--- src/rtl/mtst_pkg.sv ---
package mtst_pkg;
  typedef enum logic [1:0] {ST_ABSENT = 2'd0, ST_GOOD = 2'd1, ST_FAULT = 2'd2} status_e;
  typedef enum logic [2:0] {S_IDLE, S_WRITE, S_READ, S_DRAIN, S_DONE} state_e;
  typedef enum logic [1:0] {P_LO = 2'd0, P_HI = 2'd1, P_ADR = 2'd2} pass_e;
endpackage

--- src/rtl/mtst_pattern.sv ---
module mtst_pattern
  import mtst_pkg::*;
#(
  parameter int DATA_W = 32,
  parameter int ADDR_W = 16
) (
  input  pass_e              pass_i,
  input  logic [ADDR_W-1:0]  addr_i,
  output logic [DATA_W-1:0]  pat_o
);
  logic [DATA_W-1:0] alt_pat;

  // 0x55 per byte: even bits set
  for (genvar b = 0; b < DATA_W; b++) begin : g_alt
    assign alt_pat[b] = (b % 2 == 0);
  end

  always_comb begin
    unique case (pass_i)
      P_LO:    pat_o = alt_pat;
      P_HI:    pat_o = ~alt_pat;
      P_ADR:   pat_o = DATA_W'(addr_i);
      default: pat_o = '0;
    endcase
  end
endmodule

--- src/rtl/mtst_addr_seq.sv ---
module mtst_addr_seq #(
  parameter int ADDR_W = 16,
  parameter int BLK_W  = 4,
  localparam int OFS_W = ADDR_W - BLK_W
) (
  input  logic              clk_i,
  input  logic              rst_ni,
  input  logic              load_i,
  input  logic              full_i,
  input  logic [BLK_W-1:0]  blk_i,
  input  logic              step_i,
  output logic [ADDR_W-1:0] addr_o,
  output logic              last_o
);
  logic             full_q;
  logic [BLK_W-1:0] blk_q;
  logic [ADDR_W-1:0] lo, hi;

  assign lo     = full_q ? '0 : {blk_q, {OFS_W{1'b0}}};
  assign hi     = full_q ? '1 : {blk_q, {OFS_W{1'b1}}};
  assign last_o = (addr_o == hi);

  always_ff @(posedge clk_i or negedge rst_ni) begin
    if (!rst_ni) begin
      full_q <= 1'b0;
      blk_q  <= '0;
      addr_o <= '0;
    end else if (load_i) begin
      full_q <= full_i;
      blk_q  <= blk_i;
      addr_o <= full_i ? '0 : {blk_i, {OFS_W{1'b0}}};
    end else if (step_i) begin
      addr_o <= last_o ? lo : addr_o + 1'b1;
    end
  end
endmodule

--- src/rtl/mtst_fault_map.sv ---
module mtst_fault_map #(
  parameter int NUM_BLKS = 16,
  localparam int BLK_W = $clog2(NUM_BLKS)
) (
  input  logic                clk_i,
  input  logic                rst_ni,
  input  logic                clr_all_i,
  input  logic                clr_one_i,
  input  logic [BLK_W-1:0]    clr_blk_i,
  input  logic                set_i,
  input  logic [BLK_W-1:0]    set_blk_i,
  output logic [NUM_BLKS-1:0] map_o
);
  for (genvar k = 0; k < NUM_BLKS; k++) begin : g_flag
    always_ff @(posedge clk_i or negedge rst_ni) begin
      if (!rst_ni)                                        map_o[k] <= 1'b0;
      else if (clr_all_i)                                 map_o[k] <= 1'b0;
      else if (clr_one_i && clr_blk_i == BLK_W'(k))       map_o[k] <= 1'b0;
      else if (set_i && set_blk_i == BLK_W'(k))           map_o[k] <= 1'b1;
    end
  end
endmodule

--- src/rtl/mem_pattern_tester.sv ---
module mem_pattern_tester
  import mtst_pkg::*;
#(
  parameter int DATA_W    = 32,
  parameter int BLK_WORDS = 4096,
  parameter int NUM_BLKS  = 16,
  localparam int OFS_W  = $clog2(BLK_WORDS),
  localparam int BLK_W  = $clog2(NUM_BLKS),
  localparam int ADDR_W = OFS_W + BLK_W
) (
  input  logic                clk_i,
  input  logic                rst_ni,
  input  logic                start_i,
  input  logic                retest_i,
  input  logic [BLK_W-1:0]    retest_blk_i,
  output logic                busy_o,
  output logic                done_o,
  output logic [1:0]          status_o,
  output logic [NUM_BLKS-1:0] map_o,
  output logic                mem_req_o,
  output logic                mem_we_o,
  output logic [ADDR_W-1:0]   mem_addr_o,
  output logic [DATA_W-1:0]   mem_wdata_o,
  input  logic [DATA_W-1:0]   mem_rdata_i
);
  state_e            state;
  pass_e             pass;
  logic              full_q;
  logic              accept, last, mismatch, in_blk0;
  logic [ADDR_W-1:0] addr;
  logic [DATA_W-1:0] pat;
  logic              cmp_vld;
  logic [ADDR_W-1:0] cmp_addr;
  logic [DATA_W-1:0] cmp_exp;
  logic              float_ok, have_first;
  logic [DATA_W-1:0] first_val;

  assign accept = (state == S_IDLE) && (start_i || retest_i);

  mtst_addr_seq #(.ADDR_W(ADDR_W), .BLK_W(BLK_W)) u_seq (
    .clk_i  (clk_i),
    .rst_ni (rst_ni),
    .load_i (accept),
    .full_i (start_i),
    .blk_i  (retest_blk_i),
    .step_i (mem_req_o),
    .addr_o (addr),
    .last_o (last)
  );

  mtst_pattern #(.DATA_W(DATA_W), .ADDR_W(ADDR_W)) u_pat (
    .pass_i (pass),
    .addr_i (addr),
    .pat_o  (pat)
  );

  always_ff @(posedge clk_i or negedge rst_ni) begin
    if (!rst_ni) begin
      state  <= S_IDLE;
      pass   <= P_LO;
      full_q <= 1'b0;
    end else begin
      unique case (state)
        S_IDLE: if (accept) begin
          state  <= S_WRITE;
          pass   <= P_LO;
          full_q <= start_i;
        end
        S_WRITE: if (last) state <= S_READ;
        S_READ: if (last) begin
          if (pass == P_ADR) state <= S_DRAIN;
          else begin
            pass  <= pass_e'(pass + 2'd1);
            state <= S_WRITE;
          end
        end
        S_DRAIN: state <= S_DONE;
        S_DONE:  state <= S_IDLE;
        default: state <= S_IDLE;
      endcase
    end
  end

  // compare stage, aligned with the one-cycle read latency
  always_ff @(posedge clk_i or negedge rst_ni) begin
    if (!rst_ni) begin
      cmp_vld  <= 1'b0;
      cmp_addr <= '0;
      cmp_exp  <= '0;
    end else begin
      cmp_vld  <= (state == S_READ);
      cmp_addr <= addr;
      cmp_exp  <= pat;
    end
  end

  assign mismatch = cmp_vld && (mem_rdata_i != cmp_exp);
  assign in_blk0  = (cmp_addr[ADDR_W-1:OFS_W] == '0);

  // absent memory: block 0 returns one fixed value throughout
  always_ff @(posedge clk_i or negedge rst_ni) begin
    if (!rst_ni) begin
      float_ok   <= 1'b0;
      have_first <= 1'b0;
      first_val  <= '0;
    end else if (accept) begin
      float_ok   <= 1'b1;
      have_first <= 1'b0;
    end else if (cmp_vld && full_q && in_blk0) begin
      if (!have_first) begin
        first_val  <= mem_rdata_i;
        have_first <= 1'b1;
      end else if (mem_rdata_i != first_val) begin
        float_ok <= 1'b0;
      end
    end
  end

  mtst_fault_map #(.NUM_BLKS(NUM_BLKS)) u_map (
    .clk_i     (clk_i),
    .rst_ni    (rst_ni),
    .clr_all_i (accept && start_i),
    .clr_one_i (accept && !start_i),
    .clr_blk_i (retest_blk_i),
    .set_i     (mismatch),
    .set_blk_i (cmp_addr[ADDR_W-1:OFS_W]),
    .map_o     (map_o)
  );

  always_comb begin
    if (full_q && float_ok) status_o = ST_ABSENT;
    else if (|map_o)        status_o = ST_FAULT;
    else                    status_o = ST_GOOD;
  end

  assign busy_o      = (state != S_IDLE);
  assign done_o      = (state == S_DONE);
  assign mem_req_o   = (state == S_WRITE) || (state == S_READ);
  assign mem_we_o    = (state == S_WRITE);
  assign mem_addr_o  = addr;
  assign mem_wdata_o = pat;
endmodule

--- config.mk ---
export PLATFORM = sky130hd
export DESIGN_NAME = mem_pattern_tester
export DESIGN_NICKNAME = d
export VERILOG_FILES = /design/src/rtl/mtst_pkg.sv /design/src/rtl/mtst_pattern.sv /design/src/rtl/mtst_addr_seq.sv /design/src/rtl/mtst_fault_map.sv /design/src/rtl/mem_pattern_tester.sv
export SDC_FILE = /design/constraint.sdc
export NUM_CORES = 1
export LEC_CHECK = 0
export BUFFER_PORTS_ARGS = -buffer_cell sky130_fd_sc_hd__buf_2
export CAP_MARGIN = 10
export CORE_ASPECT_RATIO = 1.25
export CORE_MARGIN = 2
export CORE_UTILIZATION = 50
export CTS_CLUSTER_DIAMETER = 50
export DETAILED_ROUTE_END_ITERATION = 6
export PLACE_DENSITY = 0.74
export SLEW_MARGIN = 20
export SYNTH_ARGS = -nofsm -noshare
export SYNTH_HDL_FRONTEND = slang
export SYNTH_SLANG_ARGS = --single-unit
--- constraint.sdc ---
create_clock -name clk_i -period 2.5 [get_ports clk_i]
set_input_delay 0.5 -clock clk_i [delete_from_list [all_inputs] [get_ports clk_i]]
set_output_delay 0.5 -clock clk_i [all_outputs]
set_load 0.03 [all_outputs]
* Yosys cells after proc, flatten, opt, wreduce, memory -nomap -nowiden
Cells that the tools add are included.
Storage, ports and cells: flip-flop bits (word level) 126, input port bits 40, output and inout port bits 70, logic and storage cells 221
Operators by class: add/subtract/negate cells 2, equal/unequal tests 43, muxes and demuxes 72, bitwise logic cells 2, reduce and logical (&&, ||, !) cells 74
Operators by type and width (number):
- 16-bit two-way mux | 6
- 32-bit one-hot mux with 3 select lines | 1
- 4-bit == test (second input constant) | 16
- 32-bit inequality test | 2
- 1-bit two-way mux | 54
- 3-bit nonzero test | 17
- 1-bit logical AND | 39
- 4-bit by 3-bit == test with 1-bit output (second input constant) | 8
- 16-bit by 1-bit adder with 16-bit output (second input constant) | 1
- 16-bit == test | 1
- 4-bit by 2-bit == test with 1-bit output (second input constant) | 4
- 16-bit OR reduction | 1
- 2-bit two-way mux | 6
- 3-bit one-hot mux with 4 select lines | 1
- 2-bit nonzero test | 5
- 3-bit two-way mux | 3
- 3-bit AND reduction | 3
- 4-bit by 1-bit == test with 1-bit output (second input constant) | 2
- 4-bit logical NOT | 2
- 3-bit by 2-bit == test with 1-bit output (second input constant) | 2
- 2-bit by 1-bit inequality test with 1-bit output (second input constant) | 2
- 2-bit inequality test (second input constant) | 2
- 2-bit one-hot mux with 2 select lines | 1
- 4-bit AND reduction | 1
- other kinds (11) | 13

* Logic depth before layout (Yosys ltp)
Gate-level depths: netlist of run 1.
depth in word-level cells 6, depth in mapped cells 8, depth with buffers taken out 7

* Modules after synthesis
A second synthesis of run 1 with hierarchy kept.
Unflattened totals: cells, all modules 495, area total of the unflattened synthesis 5619.1 µm²
Modules (own cells, without submodules):
- mem_pattern_tester | times used 1, cells an instance 241, area an instance 3289.4 µm², seq. area each 1926.8 µm²
- mtst_addr_seq | times used 1, cells an instance 139, area an instance 1271.2 µm², seq. area each 525.5 µm²
- mtst_fault_map | times used 1, cells an instance 70, area an instance 760.7 µm², seq. area each 400.4 µm²
- mtst_pattern | times used 1, cells an instance 45, area an instance 297.8 µm², seq. area each 0.0 µm²

* Worst setup path before layout of run 1
Ideal clock, no wire load.
path type flip-flop to flip-flop, start point reg u_seq.addr_o[0], end point reg pass[0], library setup time 69 ps, arrival 2308 ps, data required time 2431 ps, setup slack 123 ps, stages on the path, launching flop included 9, buffers on the path 1, clock period less this slack 2377 ps, path through dfrtp_1 ha_1 nand3_4 nor4_4 o221ai_2 and2_1 buf_6 or4_1 nand3_1
Between the ends: longest elaborated chain between the ends 3
Ends and longest elaborated chain:
- from (decl) | line mtst_addr_seq.sv:12 | output logic [ADDR_W-1:0] addr_o,
- from (signal assigned) | line mtst_addr_seq.sv:31 | addr_o <= full_i ? '0 : {blk_i, {OFS_W{1'b0}}};
- from (signal assigned) | line mtst_addr_seq.sv:33 | addr_o <= last_o ? lo : addr_o + 1'b1;
- 16-bit == test | line mtst_addr_seq.sv:21 | assign last_o = (addr_o == hi);
- 2-bit by 1-bit inequality test with 1-bit output (no line)
- 4-bit AND reduction (no line)
- to (signal assigned) | line mem_pattern_tester.sv:73 | pass <= pass_e'(pass + 2'd1);
- to (decl) | line mem_pattern_tester.sv:27 | pass_e pass;
No other way between the ends. A chain may end at the register's enable or synchronous reset.

* Worst setup path after layout of run 1
start point reg pass[0], end point out mem_wdata_o[10]
Between the ends: longest elaborated chain between the ends 2, elaborated cells between the ends (all ways) 4, classes of those cells eq/ne (2); mux (1); reduce/logical (1)
Ends and longest elaborated chain:
- 2-bit == test, or another cell as far along | line mtst_pattern.sv:19 | unique case (pass_i)
- 32-bit one-hot mux with 3 select lines (*) | line mtst_pattern.sv:19
- to (decl) | line mem_pattern_tester.sv:23 | output logic [DATA_W-1:0] mem_wdata_o,
Mark *: on every way between the ends. The rest lies on a longest branch, timed or not.

==> flow_summary_export.csv, run 1 <==
group,metric,value,unit
sta,period_minus_slack,2.38,ns
clock_network,cts_setup_buffers,0,
cells_and_area,antenna_cells,0,
clock_network,path_clk_slew,0.07,ns
logic_synthesis,ys_ff_latch,100,
clock_network,cts-htree-levels,3,
routing,drt_drc_violations_left,0,
die,dieWidth,95.3,um
power_and_ir_drop,power,4.83,mW
worst_setup_path,cp.arrival,1.88,ns
sta,slew_viol_final,0,
worst_setup_path,cp.depth,6,
global_route,busiest_layer,"met2",
logic_synthesis,synth_compound_area_share,12.6,%
global_route,grt_pass1_vias,4310,
worst_setup_path,crit_chain,"inv_2 -> ha_1 -> buf_4 -> a21oi_1 -> nor2_1 -> buf_2",
power_and_ir_drop,ir_drop,0.474,mV
worst_setup_path,reg2reg_setup_slack,0.29,ns
global_route,grtUsageMet2,42.6,%
routing,routed_wl,13500,um
sta,fin_tns_setup,0,ns
global_route,grt_max_degree,49,
place,post-place-ws,0.138,ns
cells_and_area,final_cell_mix,"buf_2, dfrtp_1, xor2_1, nand2_1, mux2_2",
logic_synthesis,yosys_warnings,0,
worst_hold_path,hold_path.class,"input port to async pin",
worst_setup_path,reg2reg_from,"u_seq.addr_o[0]",
run,maxCapViolCount,0,
worst_setup_path,cp.required,2.00,ns
clock_network,clock_sinks,100,
place,port_buffers,109,
worst_setup_path,critical_path.top_delay_family,"buffers and inverters",
worst_setup_path,crit_slowest_cell,"dfrtp_1",
cells_and_area,layout.cells.non_filler,746,
place,place_inst,730,
logic_synthesis,yosys.area_share.adder,1.44,%
cells_and_area,nets,658,
sta,whs,0.169,ns
sta,fin_crit_sh,95.3,%
die,design.core.area,10100,um2
cells_and_area,drive_gt1_share,30.8,%
clock_network,cts_buffers,9,
routing,routedWlPerCell,18.1,um
worst_setup_path,worst_setup_path_start_kind,"flip-flop",
sta,rsz0062_at_grt,"false",
routing,firstDrtPassIters,5,
logic_synthesis,synth_area,5210,um2
worst_setup_path,max_stage_delay,0.49,ns
sta,worst_pin_slew,0.638,ns
cells_and_area,area_growth,20.2,%
worst_setup_path,path_buf_inv,3,
sta,setup_viol,0,
logic_synthesis,synth_edf_count,0,
routing,vias,4307,
global_route,grt.met3_usage,3.44,%
power_and_ir_drop,p_per_area,771,nW/um2
power_and_ir_drop,p_seq_share,41.1,%
routing,drtIter0Drc,171,
power_and_ir_drop,power_switching,1.61,mW
die,rows,41,
logic_synthesis,yosys.area_share.xor_xnor,9.41,%
cells_and_area,nFillCells,854,
routing,vias_per_cell,5.77,
place,dp_hpwl,10100,um
logic_synthesis,async_flop_share,100,%
sta,hold_viol_final,0,
sta,relSlewSlack,57.5,%
cells_and_area,final_common_cell,"buf_2",
worst_setup_path,cp_max_fo,13,
global_route,track_usage,24.6,%
power_and_ir_drop,comb_power_share,26.8,%
die,dieHeight,118,um
global_route,grt-ovfl-total,0,
clock_network,clk_latency,0.34,ns
die,initial_core_util,51.6,%
power_and_ir_drop,power_switching_share,33.4,%
global_route,grt_pass1_wl,21400,um
worst_setup_path,path_class,"flip-flop to output pin",
clock_network,tritoncts,"done",
sta,clock_skew,0.00438,ns
clock_network,postCtsHoldBufs,0,
die,io_pins,110,
logic_synthesis,muxShareOfSynthArea,6.91,%
power_and_ir_drop,total_leakage_power,3.10,nW
logic_synthesis,post_synth.cell_area_avg,10.4,um2
routing,antenna_left,0,
clock_network,ctsRootBufferMaster,"clkbuf_16",
logic_synthesis,ys_seq_area_share,48.0,%
run_status,outcome,"finished, final reports clean",
logic_synthesis,yosys.cell_types.count,57,
sta,finalWorstSetupSlack,0.117,ns
logic_synthesis,syn_inst,503,
logic_synthesis,synthFlopType,"dfrtp_1",
worst_setup_path,endpoint_kind,"output pin",
sta,max_clock_freq,420,MHz
logic_synthesis,synth_top_family_by_area,"simple AND/OR/NAND/NOR gates",
worst_setup_path,r2r-end,"pass[0]",
clock_network,clk_path_buf_depth,2,
logic_synthesis,synth-simple-area-share,16.1,%
power_and_ir_drop,pwr-share-clk,32.1,%
worst_setup_path,r2r_cells,7,
place,gp_congestion,0.897,
global_route,use_met1,30.3,%
power_and_ir_drop,cell_internal_pwr,3.22,mW
global_route,antenna_found_initial,0,
logic_synthesis,synth_fp_nets,549,
die,die_area,11300,um2
==> Yosys cell counts, types with 2 or more instances <==
cell type / number / share of area, %
buf_4: 19 / 2.7
o21ai_0: 15 / 1.4
nand3_1: 15 / 1.4
mux2_2: 32 / 6.9
o21a_1: 4 / 0.58
ha_1: 6 / 1.4
nand2b_1: 3 / 0.36
xor2_1: 53 / 8.9
or3_1: 6 / 0.72
nor2_1: 29 / 2.1
nor2b_1: 7 / 0.84
clkbuf_1: 11 / 0.79
nor3_1: 9 / 0.86
a31oi_1: 8 / 0.96
inv_1: 18 / 1.3
nor3b_1: 5 / 0.72
and2_1: 3 / 0.36
a41oi_1: 4 / 0.67
and3_1: 2 / 0.24
o221ai_1: 4 / 0.67
a21oi_1: 24 / 2.3
a21o_1: 8 / 1.2
nor4b_1: 2 / 0.34
dfrtp_1: 100 / 48
nand2_1: 38 / 2.7
a211oi_1: 7 / 1.0
buf_1: 2 / 0.14
a311oi_1: 2 / 0.34
o311ai_0: 2 / 0.34
a22o_1: 2 / 0.34
xnor2_1: 3 / 0.50
buf_2: 2 / 0.19
a22oi_1: 2 / 0.29
a221oi_1: 2 / 0.34
nand4_1: 10 / 1.2
nor4_1: 21 / 2.5
a221o_1: 3 / 0.58
==> metal layers <==
metal	vias up	share of wire (%)
met1	2128	41
met3	33	4.6
met2	142	52
met5	-	0
met4	0	2.5
li1	2004	-
==> kinds of logic (layout without fill, tap and decap cells) <==
logic type	after synthesis	after routing
compound gates	97	97
xor+xnor	56	56
fa+ha+maj	6	6
buf+inv	54	168
flops	100	100
mux	32	32
simple gates	158	158
==> sequential cells by signal (all words and copies together) (netlist names) <==
name / count
first_val: 32
cmp_exp: 18
u_map.map_o: 16
u_seq.addr_o: 16
cmp_addr: 4
u_seq.blk_q: 4
state: 3
pass: 2
cmp_vld: 1
float_ok: 1
full_q: 1
have_first: 1
u_seq.full_q: 1
==> worst max-delay path by stage <==
stage	start	slack (ns)	to
after detailed placement	mem_rdata_i[12]	0.14	u_map.map_o[14]
after CTS	pass[0]	0.04	mem_wdata_o[15]
final	pass[0]	0.12	mem_wdata_o[10]
after floorplan	u_seq.addr_o[0]	0.12	pass[0]
after global placement	mem_rdata_i[11]	0.18	u_map.map_o[13]
after global routing	pass[0]	0.01	mem_wdata_o[8]
==> power groups by stage <==
stage          combinational, mW  sequential (mW)  clock, mW
6_report                    1.29             1.99       1.55
4_1_cts                     1.30             1.99       1.57
5_1_grt                     1.40             2.01       1.64
2_1_floorplan              0.665             2.15          0
3_5_place_dp                1.29             2.02          0
3_3_place_gp                1.28             2.01          0
==> through the flow <==
step / util (%) / area [um2]
floorplan: - / 5210
global placement: 58.6 / 5920
detailed placement: 58.6 / 5920
CTS: 61.9 / 6260
global route: 62.0 / 6270
finish: 62.0 / 6270
==> cell type report <==
type                            instances  area, um2  share of cell area [%]
Clock buffer                           13        270                    4.31
Clock inverter                          3       67.6                    1.08
Inverter                               18       67.6                    1.08
Multi-Input combinational cell        349       2440                    38.9
Sequential cell                       100       2500                    39.9
Tap cell                              129        161                    2.58
Timing Repair Buffer                  134        761                    12.1
==> what timing repair did <==
item	4_1_cts	5_1_grt
setup endpoints to repair	8	10
resized for setup	1	3
endpoints found under the hold margin	0	0
gates cloned	0	0
(Power assumes the default switching activity.)
==> inputs of run 2 (changes only) <==
--- a/config.mk
+++ b/config.mk
@@ -9,10 +9,10 @@
 export CAP_MARGIN = 10
 export CORE_ASPECT_RATIO = 1.25
 export CORE_MARGIN = 2
-export CORE_UTILIZATION = 50
+export CORE_UTILIZATION = 55
 export CTS_CLUSTER_DIAMETER = 50
 export DETAILED_ROUTE_END_ITERATION = 6
-export PLACE_DENSITY = 0.74
+export PLACE_DENSITY = 0.8
 export SLEW_MARGIN = 20
 export SYNTH_ARGS = -nofsm -noshare
 export SYNTH_HDL_FRONTEND = slang
==> constraint.sdc (replaced) <==
create_clock -name clk_i -period 2.29 [get_ports clk_i]
set_input_delay 0.458 -clock clk_i [delete_from_list [all_inputs] [get_ports clk_i]]
set_output_delay 0.458 -clock clk_i [all_outputs]
set_load 0.03 [all_outputs]
==> run 2 against run 1 <==
Effect of this change:
- first-iteration DRC count rose by 32%
- critical path depth down 1
- sequential cell count unchanged
- design area did not move
- clock-buffer cell count unchanged
- sequential power is 11% higher
- clock skew is 0.0057 ns higher
- register-to-register slack lost 0.14 ns
- die area down 8.7%
- non-clock buffer count rose by 2
- largest power group unchanged
==> flow_summary_export.csv, run 2 (synthesized netlist as in run 1, its figures left out) <==
group,metric,value,unit
sta,relSlewSlack,58.2,%
clock_network,tritoncts,"done",
cells_and_area,largest_register_ffs,32,
sta,setup_viol,0,
cells_and_area,drive_gt1_share,31.8,%
worst_setup_path,worst_setup_path_start_kind,"flip-flop",
cells_and_area,top_regs,"first_val (32), cmp_exp (18)",
routing,drtIter0Drc,225,
global_route,grt-ovfl-total,0,
routing,antenna_left,0,
sta,whs,0.0901,ns
worst_setup_path,cp_max_fo,8,
die,dieHeight,113,um
sta,period_minus_slack,2.21,ns
sta,slew_viol_final,0,
cells_and_area,final_common_cell,"buf_2",
worst_setup_path,crit_slowest_cell,"dfrtp_1",
die,design.core.area,9170,um2
worst_hold_path,hold_path.class,"input port to async pin",
die,io_pins,110,
sta,hold_viol_final,0,
routing,firstDrtPassIters,5,
routing,drt_drc_violations_left,0,
power_and_ir_drop,p_per_area,824,nW/um2
worst_setup_path,max_stage_delay,0.45,ns
clock_network,clock_sinks,100,
routing,vias,4333,
routing,vias_per_cell,5.84,
cells_and_area,regMostFlops,"first_val",
die,rows,39,
global_route,track_usage,26.6,%
cells_and_area,final_area,6270,um2
worst_setup_path,cp.required,1.83,ns
worst_setup_path,cp.arrival,1.75,ns
worst_setup_path,path_class,"flip-flop to output pin",
worst_setup_path,endpoint_kind,"output pin",
routing,routed_wl,13200,um
global_route,antenna_found_initial,0,
clock_network,cts_buffers,9,
sta,finalWorstSetupSlack,0.0774,ns
global_route,grt_max_degree,46,
clock_network,ctsRootBufferMaster,"clkbuf_16",
place,place_area,5920,um2
run_status,outcome,"finished, final reports clean",
power_and_ir_drop,total_leakage_power,3.10,nW
place,post-place-ws,0.0186,ns
place,gp_congestion,0.986,
worst_setup_path,crit_chain,"inv_1 -> ha_1 -> a21oi_1 -> nor2_1 -> buf_2",
clock_network,cts-htree-levels,3,
place,dp_hpwl,9840,um
clock_network,path_clk_slew,0.06,ns
clock_network,clk_latency,0.34,ns
clock_network,clk_path_buf_depth,2,
global_route,grt_pass1_wl,21600,um
sta,fin_tns_setup,0,ns
cells_and_area,final_cell_mix,"buf_2, dfrtp_1, xor2_1, nand2_1, mux2_2",
global_route,grt_pass1_vias,4264,
sta,worst_pin_slew,0.622,ns
worst_setup_path,reg2reg_setup_slack,0.15,ns
die,die_area,10300,um2
cells_and_area,antenna_cells,0,
die,dieWidth,91.1,um
sta,max_clock_freq,452,MHz
cells_and_area,utilization,68.3,%
cells_and_area,nets,660,
power_and_ir_drop,ir_drop,0.496,mV
sta,fin_crit_sh,96.6,%
cells_and_area,area_growth,20.2,%
routing,routedWlPerCell,17.8,um
sta,clock_skew,0.0101,ns
place,port_buffers,109,
run,maxCapViolCount,0,
die,initial_core_util,56.8,%
run 2: changes by cell type in the layout (fill, tap and decap cells not counted):
cell and change:
dfrtp_2 +3, clkinv_4 +1, buf_4 +2, bufinv_16 -1, buf_2 -3, dfrtp_1 -3, clkbuf_4 +3, clkinv_2 +1
nor2_1 -2, clkinvlp_4 -1, nor2_2 +2
run 2: path summary, 6_finish.rpt:
| check | startpoint | end | cells past startpoint |
|---|---|---|---|
| setup / recovery | pass[1] | mem_wdata_o[14] | 5 |
| hold / removal | rst_ni | first_val[28] | 1 |
| setup reg to reg | u_seq.addr_o[0] | u_seq.addr_o[13] | 8 |
| hold reg to reg | u_seq.addr_o[13] | cmp_addr[13] | 0 |
| max in group asynchronous | rst_ni | first_val[21] | 2 |
| min in group clk_i | retest_blk_i[1] | u_seq.blk_q[1] | 3 |
run 2: repair_timing:
action / 4_1_cts / 5_1_grt
endpoints found under the setup margin: 11 / 14
gates resized for setup: 3 / 7
cloned: 0 / 0
setup buffers: 0 / 1
hold buffers: 0 / 0
run 2: routing by layer:
layer	routed length [um]	GRT usage [%]	part of all wire [%]
met5	0	0	0
met1	5330	33.6	40
met3	799	5.66	6.0
met4	264	9.39	2.0
met2	6830	45.4	52
run 2: area by class of cell:
type / instances / area, um2
tap: 123 / 154
sequential: 100 / 2510
clock inverter: 3 / 43.8
inverter: 18 / 67.6
fill: 734 / 2910
timing repair buffer: 136 / 783
clock buffer: 13 / 270
multi-input combinational: 349 / 2440
run 2: where the power goes:
part	internal, mW	leakage (nW)	switching, mW	total, mW
Clock	0.937	0.156	0.628	1.57
Sequential	1.96	1.31	0.244	2.20
Combinational	0.513	1.64	0.886	1.40
Total	3.41	3.10	1.76	5.16
run 2: critical path: cells and delay by family (launching register included):
kind | cells | cell delay [ns]
buffers and inverters | 2 | 0.39
flip-flops | 1 | 0.45
adder cells (fa/ha/maj) | 1 | 0.32
AND/OR/NAND/NOR | 1 | 0.18
AO/OA/AOI/OAI | 1 | 0.07
run 2: stage by stage:
step | std cells | power [mW]
after floorplan | 503 | 3.07
after global placement | 725 | 3.57
after detailed placement | 725 | 3.61
after CTS | 741 | 5.17
after global routing | 742 | 5.41
final | 742 | 5.16
==> inputs of run 3 (changes only) <==
--- a/config.mk
+++ b/config.mk
@@ -9,11 +9,12 @@
 export CAP_MARGIN = 10
 export CORE_ASPECT_RATIO = 1.25
 export CORE_MARGIN = 2
-export CORE_UTILIZATION = 55
+export CORE_UTILIZATION = 56
 export CTS_CLUSTER_DIAMETER = 50
 export DETAILED_ROUTE_END_ITERATION = 6
-export PLACE_DENSITY = 0.8
+export PLACE_DENSITY = 0.81
 export SLEW_MARGIN = 20
 export SYNTH_ARGS = -nofsm -noshare
 export SYNTH_HDL_FRONTEND = slang
+export SYNTH_HIERARCHICAL = 1
 export SYNTH_SLANG_ARGS = --single-unit
==> run 3 against run 2 <==
Effect of this change:
- core utilization rose by 3.7 points
- critical endpoint is now mem_wdata_o[11]
- synthesized cell count decreased by 1.6%
- highest routed layer unchanged
- largest cell class unchanged
- non-clock buffer count grew 7
- sequential share of layout area up 0.88 points
==> flow_summary_export.csv, run 3 <==
group,metric,value,unit
worst_setup_path,r2r-end,"u_map/map_o[3]",
cells_and_area,layout.cells.non_filler,765,
routing,drtIter0Drc,299,
run,maxCapViolCount,0,
logic_synthesis,synth_edf_count,0,
worst_setup_path,endpoint_kind,"output pin",
cells_and_area,top_regs,"cmp_exp (32), first_val (32)",
logic_synthesis,ys_seq_area_share,50.8,%
sta,fin_tns_setup,0,ns
clock_network,clk_path_buf_depth,2,
worst_setup_path,cp.required,1.83,ns
routing,drt_drc_violations_left,0,
clock_network,cts-htree-levels,4,
die,io_pins,110,
routing,firstDrtPassIters,5,
cells_and_area,antenna_cells,0,
die,dieHeight,116,um
logic_synthesis,synth_fp_nets,537,
die,die_area,10900,um2
logic_synthesis,synth_area,5620,um2
run_status,outcome,"finished, final reports clean",
logic_synthesis,synthTopCellsByCount,"dfrtp_1, xnor2_1, mux2_2, a21oi_1, inv_1",
power_and_ir_drop,total_leakage_power,3.22,nW
place,place_inst,727,
worst_setup_path,reg2reg_setup_slack,0.12,ns
logic_synthesis,synth-simple-area-share,14.6,%
worst_setup_path,path_buf_inv,2,
place,post-place-ws,-0.0976,ns
logic_synthesis,yosysTopAreaCellShare,50.8,%
clock_network,clock_sinks,114,
place,dp_hpwl,10300,um
worst_setup_path,reg2reg_from,"cmp_exp[0]",
worst_setup_path,max_stage_delay,0.52,ns
global_route,grt-ovfl-total,0,
worst_setup_path,crit_chain,"nor2b_2 -> buf_4 -> a21o_1 -> buf_2",
logic_synthesis,syn_inst,495,
routing,routed_wl,14900,um
sta,worst_pin_slew,0.611,ns
sta,setup_viol,0,
worst_setup_path,cp.arrival,1.78,ns
logic_synthesis,yosys_warnings,6,
power_and_ir_drop,power,5.99,mW
sta,period_minus_slack,2.24,ns
cells_and_area,final_cell_mix,"dfrtp_1, buf_2, xnor2_1, mux2_2, buf_4",
global_route,grt_pass1_vias,4529,
die,initial_core_util,57.9,%
die,design.core.area,9710,um2
sta,hold_viol_final,0,
global_route,track_usage,28.0,%
logic_synthesis,synth_compound_area_share,9.62,%
place,port_buffers,109,
logic_synthesis,yosys.area_share.adder,0.445,%
cells_and_area,final_common_cell,"dfrtp_1",
sta,rsz0062_at_grt,"false",
routing,vias,4555,
logic_synthesis,async_flop_share,100,%
sta,clock_skew,0.00521,ns
sta,whs,0.0307,ns
worst_hold_path,hold_path.class,"input port to async pin",
worst_setup_path,crit_slowest_cell,"dfrtp_2",
cells_and_area,drive_gt1_share,35.4,%
power_and_ir_drop,ir_drop,0.562,mV
routing,vias_per_cell,5.95,
worst_setup_path,r2r_cells,8,
logic_synthesis,synth_area_leaders,"dfrtp_1, xnor2_1, mux2_2, a21oi_1, nand4_1",
logic_synthesis,synthFlopType,"dfrtp_1",
logic_synthesis,yosys.area_share.xor_xnor,11.7,%
die,dieWidth,93.6,um
sta,slew_viol_final,0,
place,gp_congestion,0.869,
clock_network,path_clk_slew,0.05,ns
clock_network,clk_latency,0.41,ns
logic_synthesis,post_synth.cell_area_avg,11.4,um2
logic_synthesis,muxShareOfSynthArea,7.41,%
sta,fin_crit_sh,97.9,%
global_route,grt_max_degree,38,
clock_network,cts_buffers,17,
die,rows,40,
global_route,antenna_found_initial,0,
routing,routedWlPerCell,19.5,um
worst_setup_path,worst_setup_path_start_kind,"flip-flop",
logic_synthesis,synth_top_family_by_area,"simple AND/OR/NAND/NOR gates",
sta,finalWorstSetupSlack,0.0478,ns
worst_setup_path,path_class,"flip-flop to output pin",
power_and_ir_drop,p_per_area,857,nW/um2
cells_and_area,nets,669,
routing,antenna_left,0,
clock_network,postCtsHoldBufs,0,
clock_network,tritoncts,"done",
sta,relSlewSlack,59.2,%
clock_network,ctsRootBufferMaster,"clkbuf_16",
logic_synthesis,synth.most_common_cell,"dfrtp_1",
sta,max_clock_freq,446,MHz
logic_synthesis,yosys.cell_types.count,50,
worst_setup_path,cp_max_fo,13,
logic_synthesis,yosysTopAreaCell,"dfrtp_1",
global_route,grt_pass1_wl,23100,um
worst_setup_path,critical_path.top_delay_family,"flip-flops",
logic_synthesis,ys_ff_latch,114,
cells_and_area,area_growth,24.4,%
[run 3: cell types whose count changed in the layout (fill, tap and decap cells not counted), moves of 9 or more]
cell	before	now
nand4_1	10	21
o21ai_0	15	6
xor2_1	53	7
dfrtp_1	97	111
nor2_1	25	13
nand2_1	38	10
xnor2_1	3	68
[run 3: worst max path at each step]
| stage | from | endpoint | cells past startpoint |
|---|---|---|---|
| after detailed placement | mem_rdata_i[0] | u_map/map_o[0] | 9 |
| final | pass[1] | mem_wdata_o[11] | 4 |
| after floorplan | state[1] | u_seq/addr_o[14] | 5 |
| after global routing | u_seq/full_q | pass[0] | 8 |
| after global placement | mem_rdata_i[5] | u_map/map_o[15] | 9 |
| after CTS | pass[0] | mem_wdata_o[7] | 5 |
[run 3: area by class of cell]
cell class | instances | area (um2)
well taps | 126 | 158
clock inverters | 5 | 50.0
flip-flops and latches | 114 | 2860
repair buffers | 143 | 856
multi-input cells | 328 | 2470
fillers | 664 | 2720
inverters | 23 | 86.3
clock buffers | 26 | 509
[run 3: cell families (layout without fill, tap and decap cells)]
logic type | count (synthesis) | after routing
compound gates | 83 | 83
xor+xnor | 75 | 75
fa+ha+maj | 2 | 2
buf+inv | 53 | 197
flops | 114 | 114
mux | 37 | 37
simple gates | 131 | 131
[run 3: report_power, final]
group / internal [mW] / total [mW] / switching [mW]
clock: 1.62 / 2.46 / 0.837
sequential: 2.20 / 2.43 / 0.238
combinational: 0.413 / 1.10 / 0.690
total: 4.23 / 5.99 / 1.76
[run 3: what timing repair did]
action                                  in CTS  in global routing
endpoints found under the setup margin       6                 15
buffers inserted                             5                  2
gates resized for setup                      1                  6
[run 3: metal layers]
layer	wire [um]	track usage (%)
met1	5560	32.3
met2	8180	51.0
met5	0	0
met3	852	5.85
met4	327	11.2
[run 3: metrics by stage]
step,area (um2),utilization [%]
2_1_floorplan,5620,-
3_3_place_gp,6340,65.3
3_5_place_dp,6340,65.3
4_1_cts,6960,71.7
5_1_grt,6990,72.0
6_report,6990,72.0
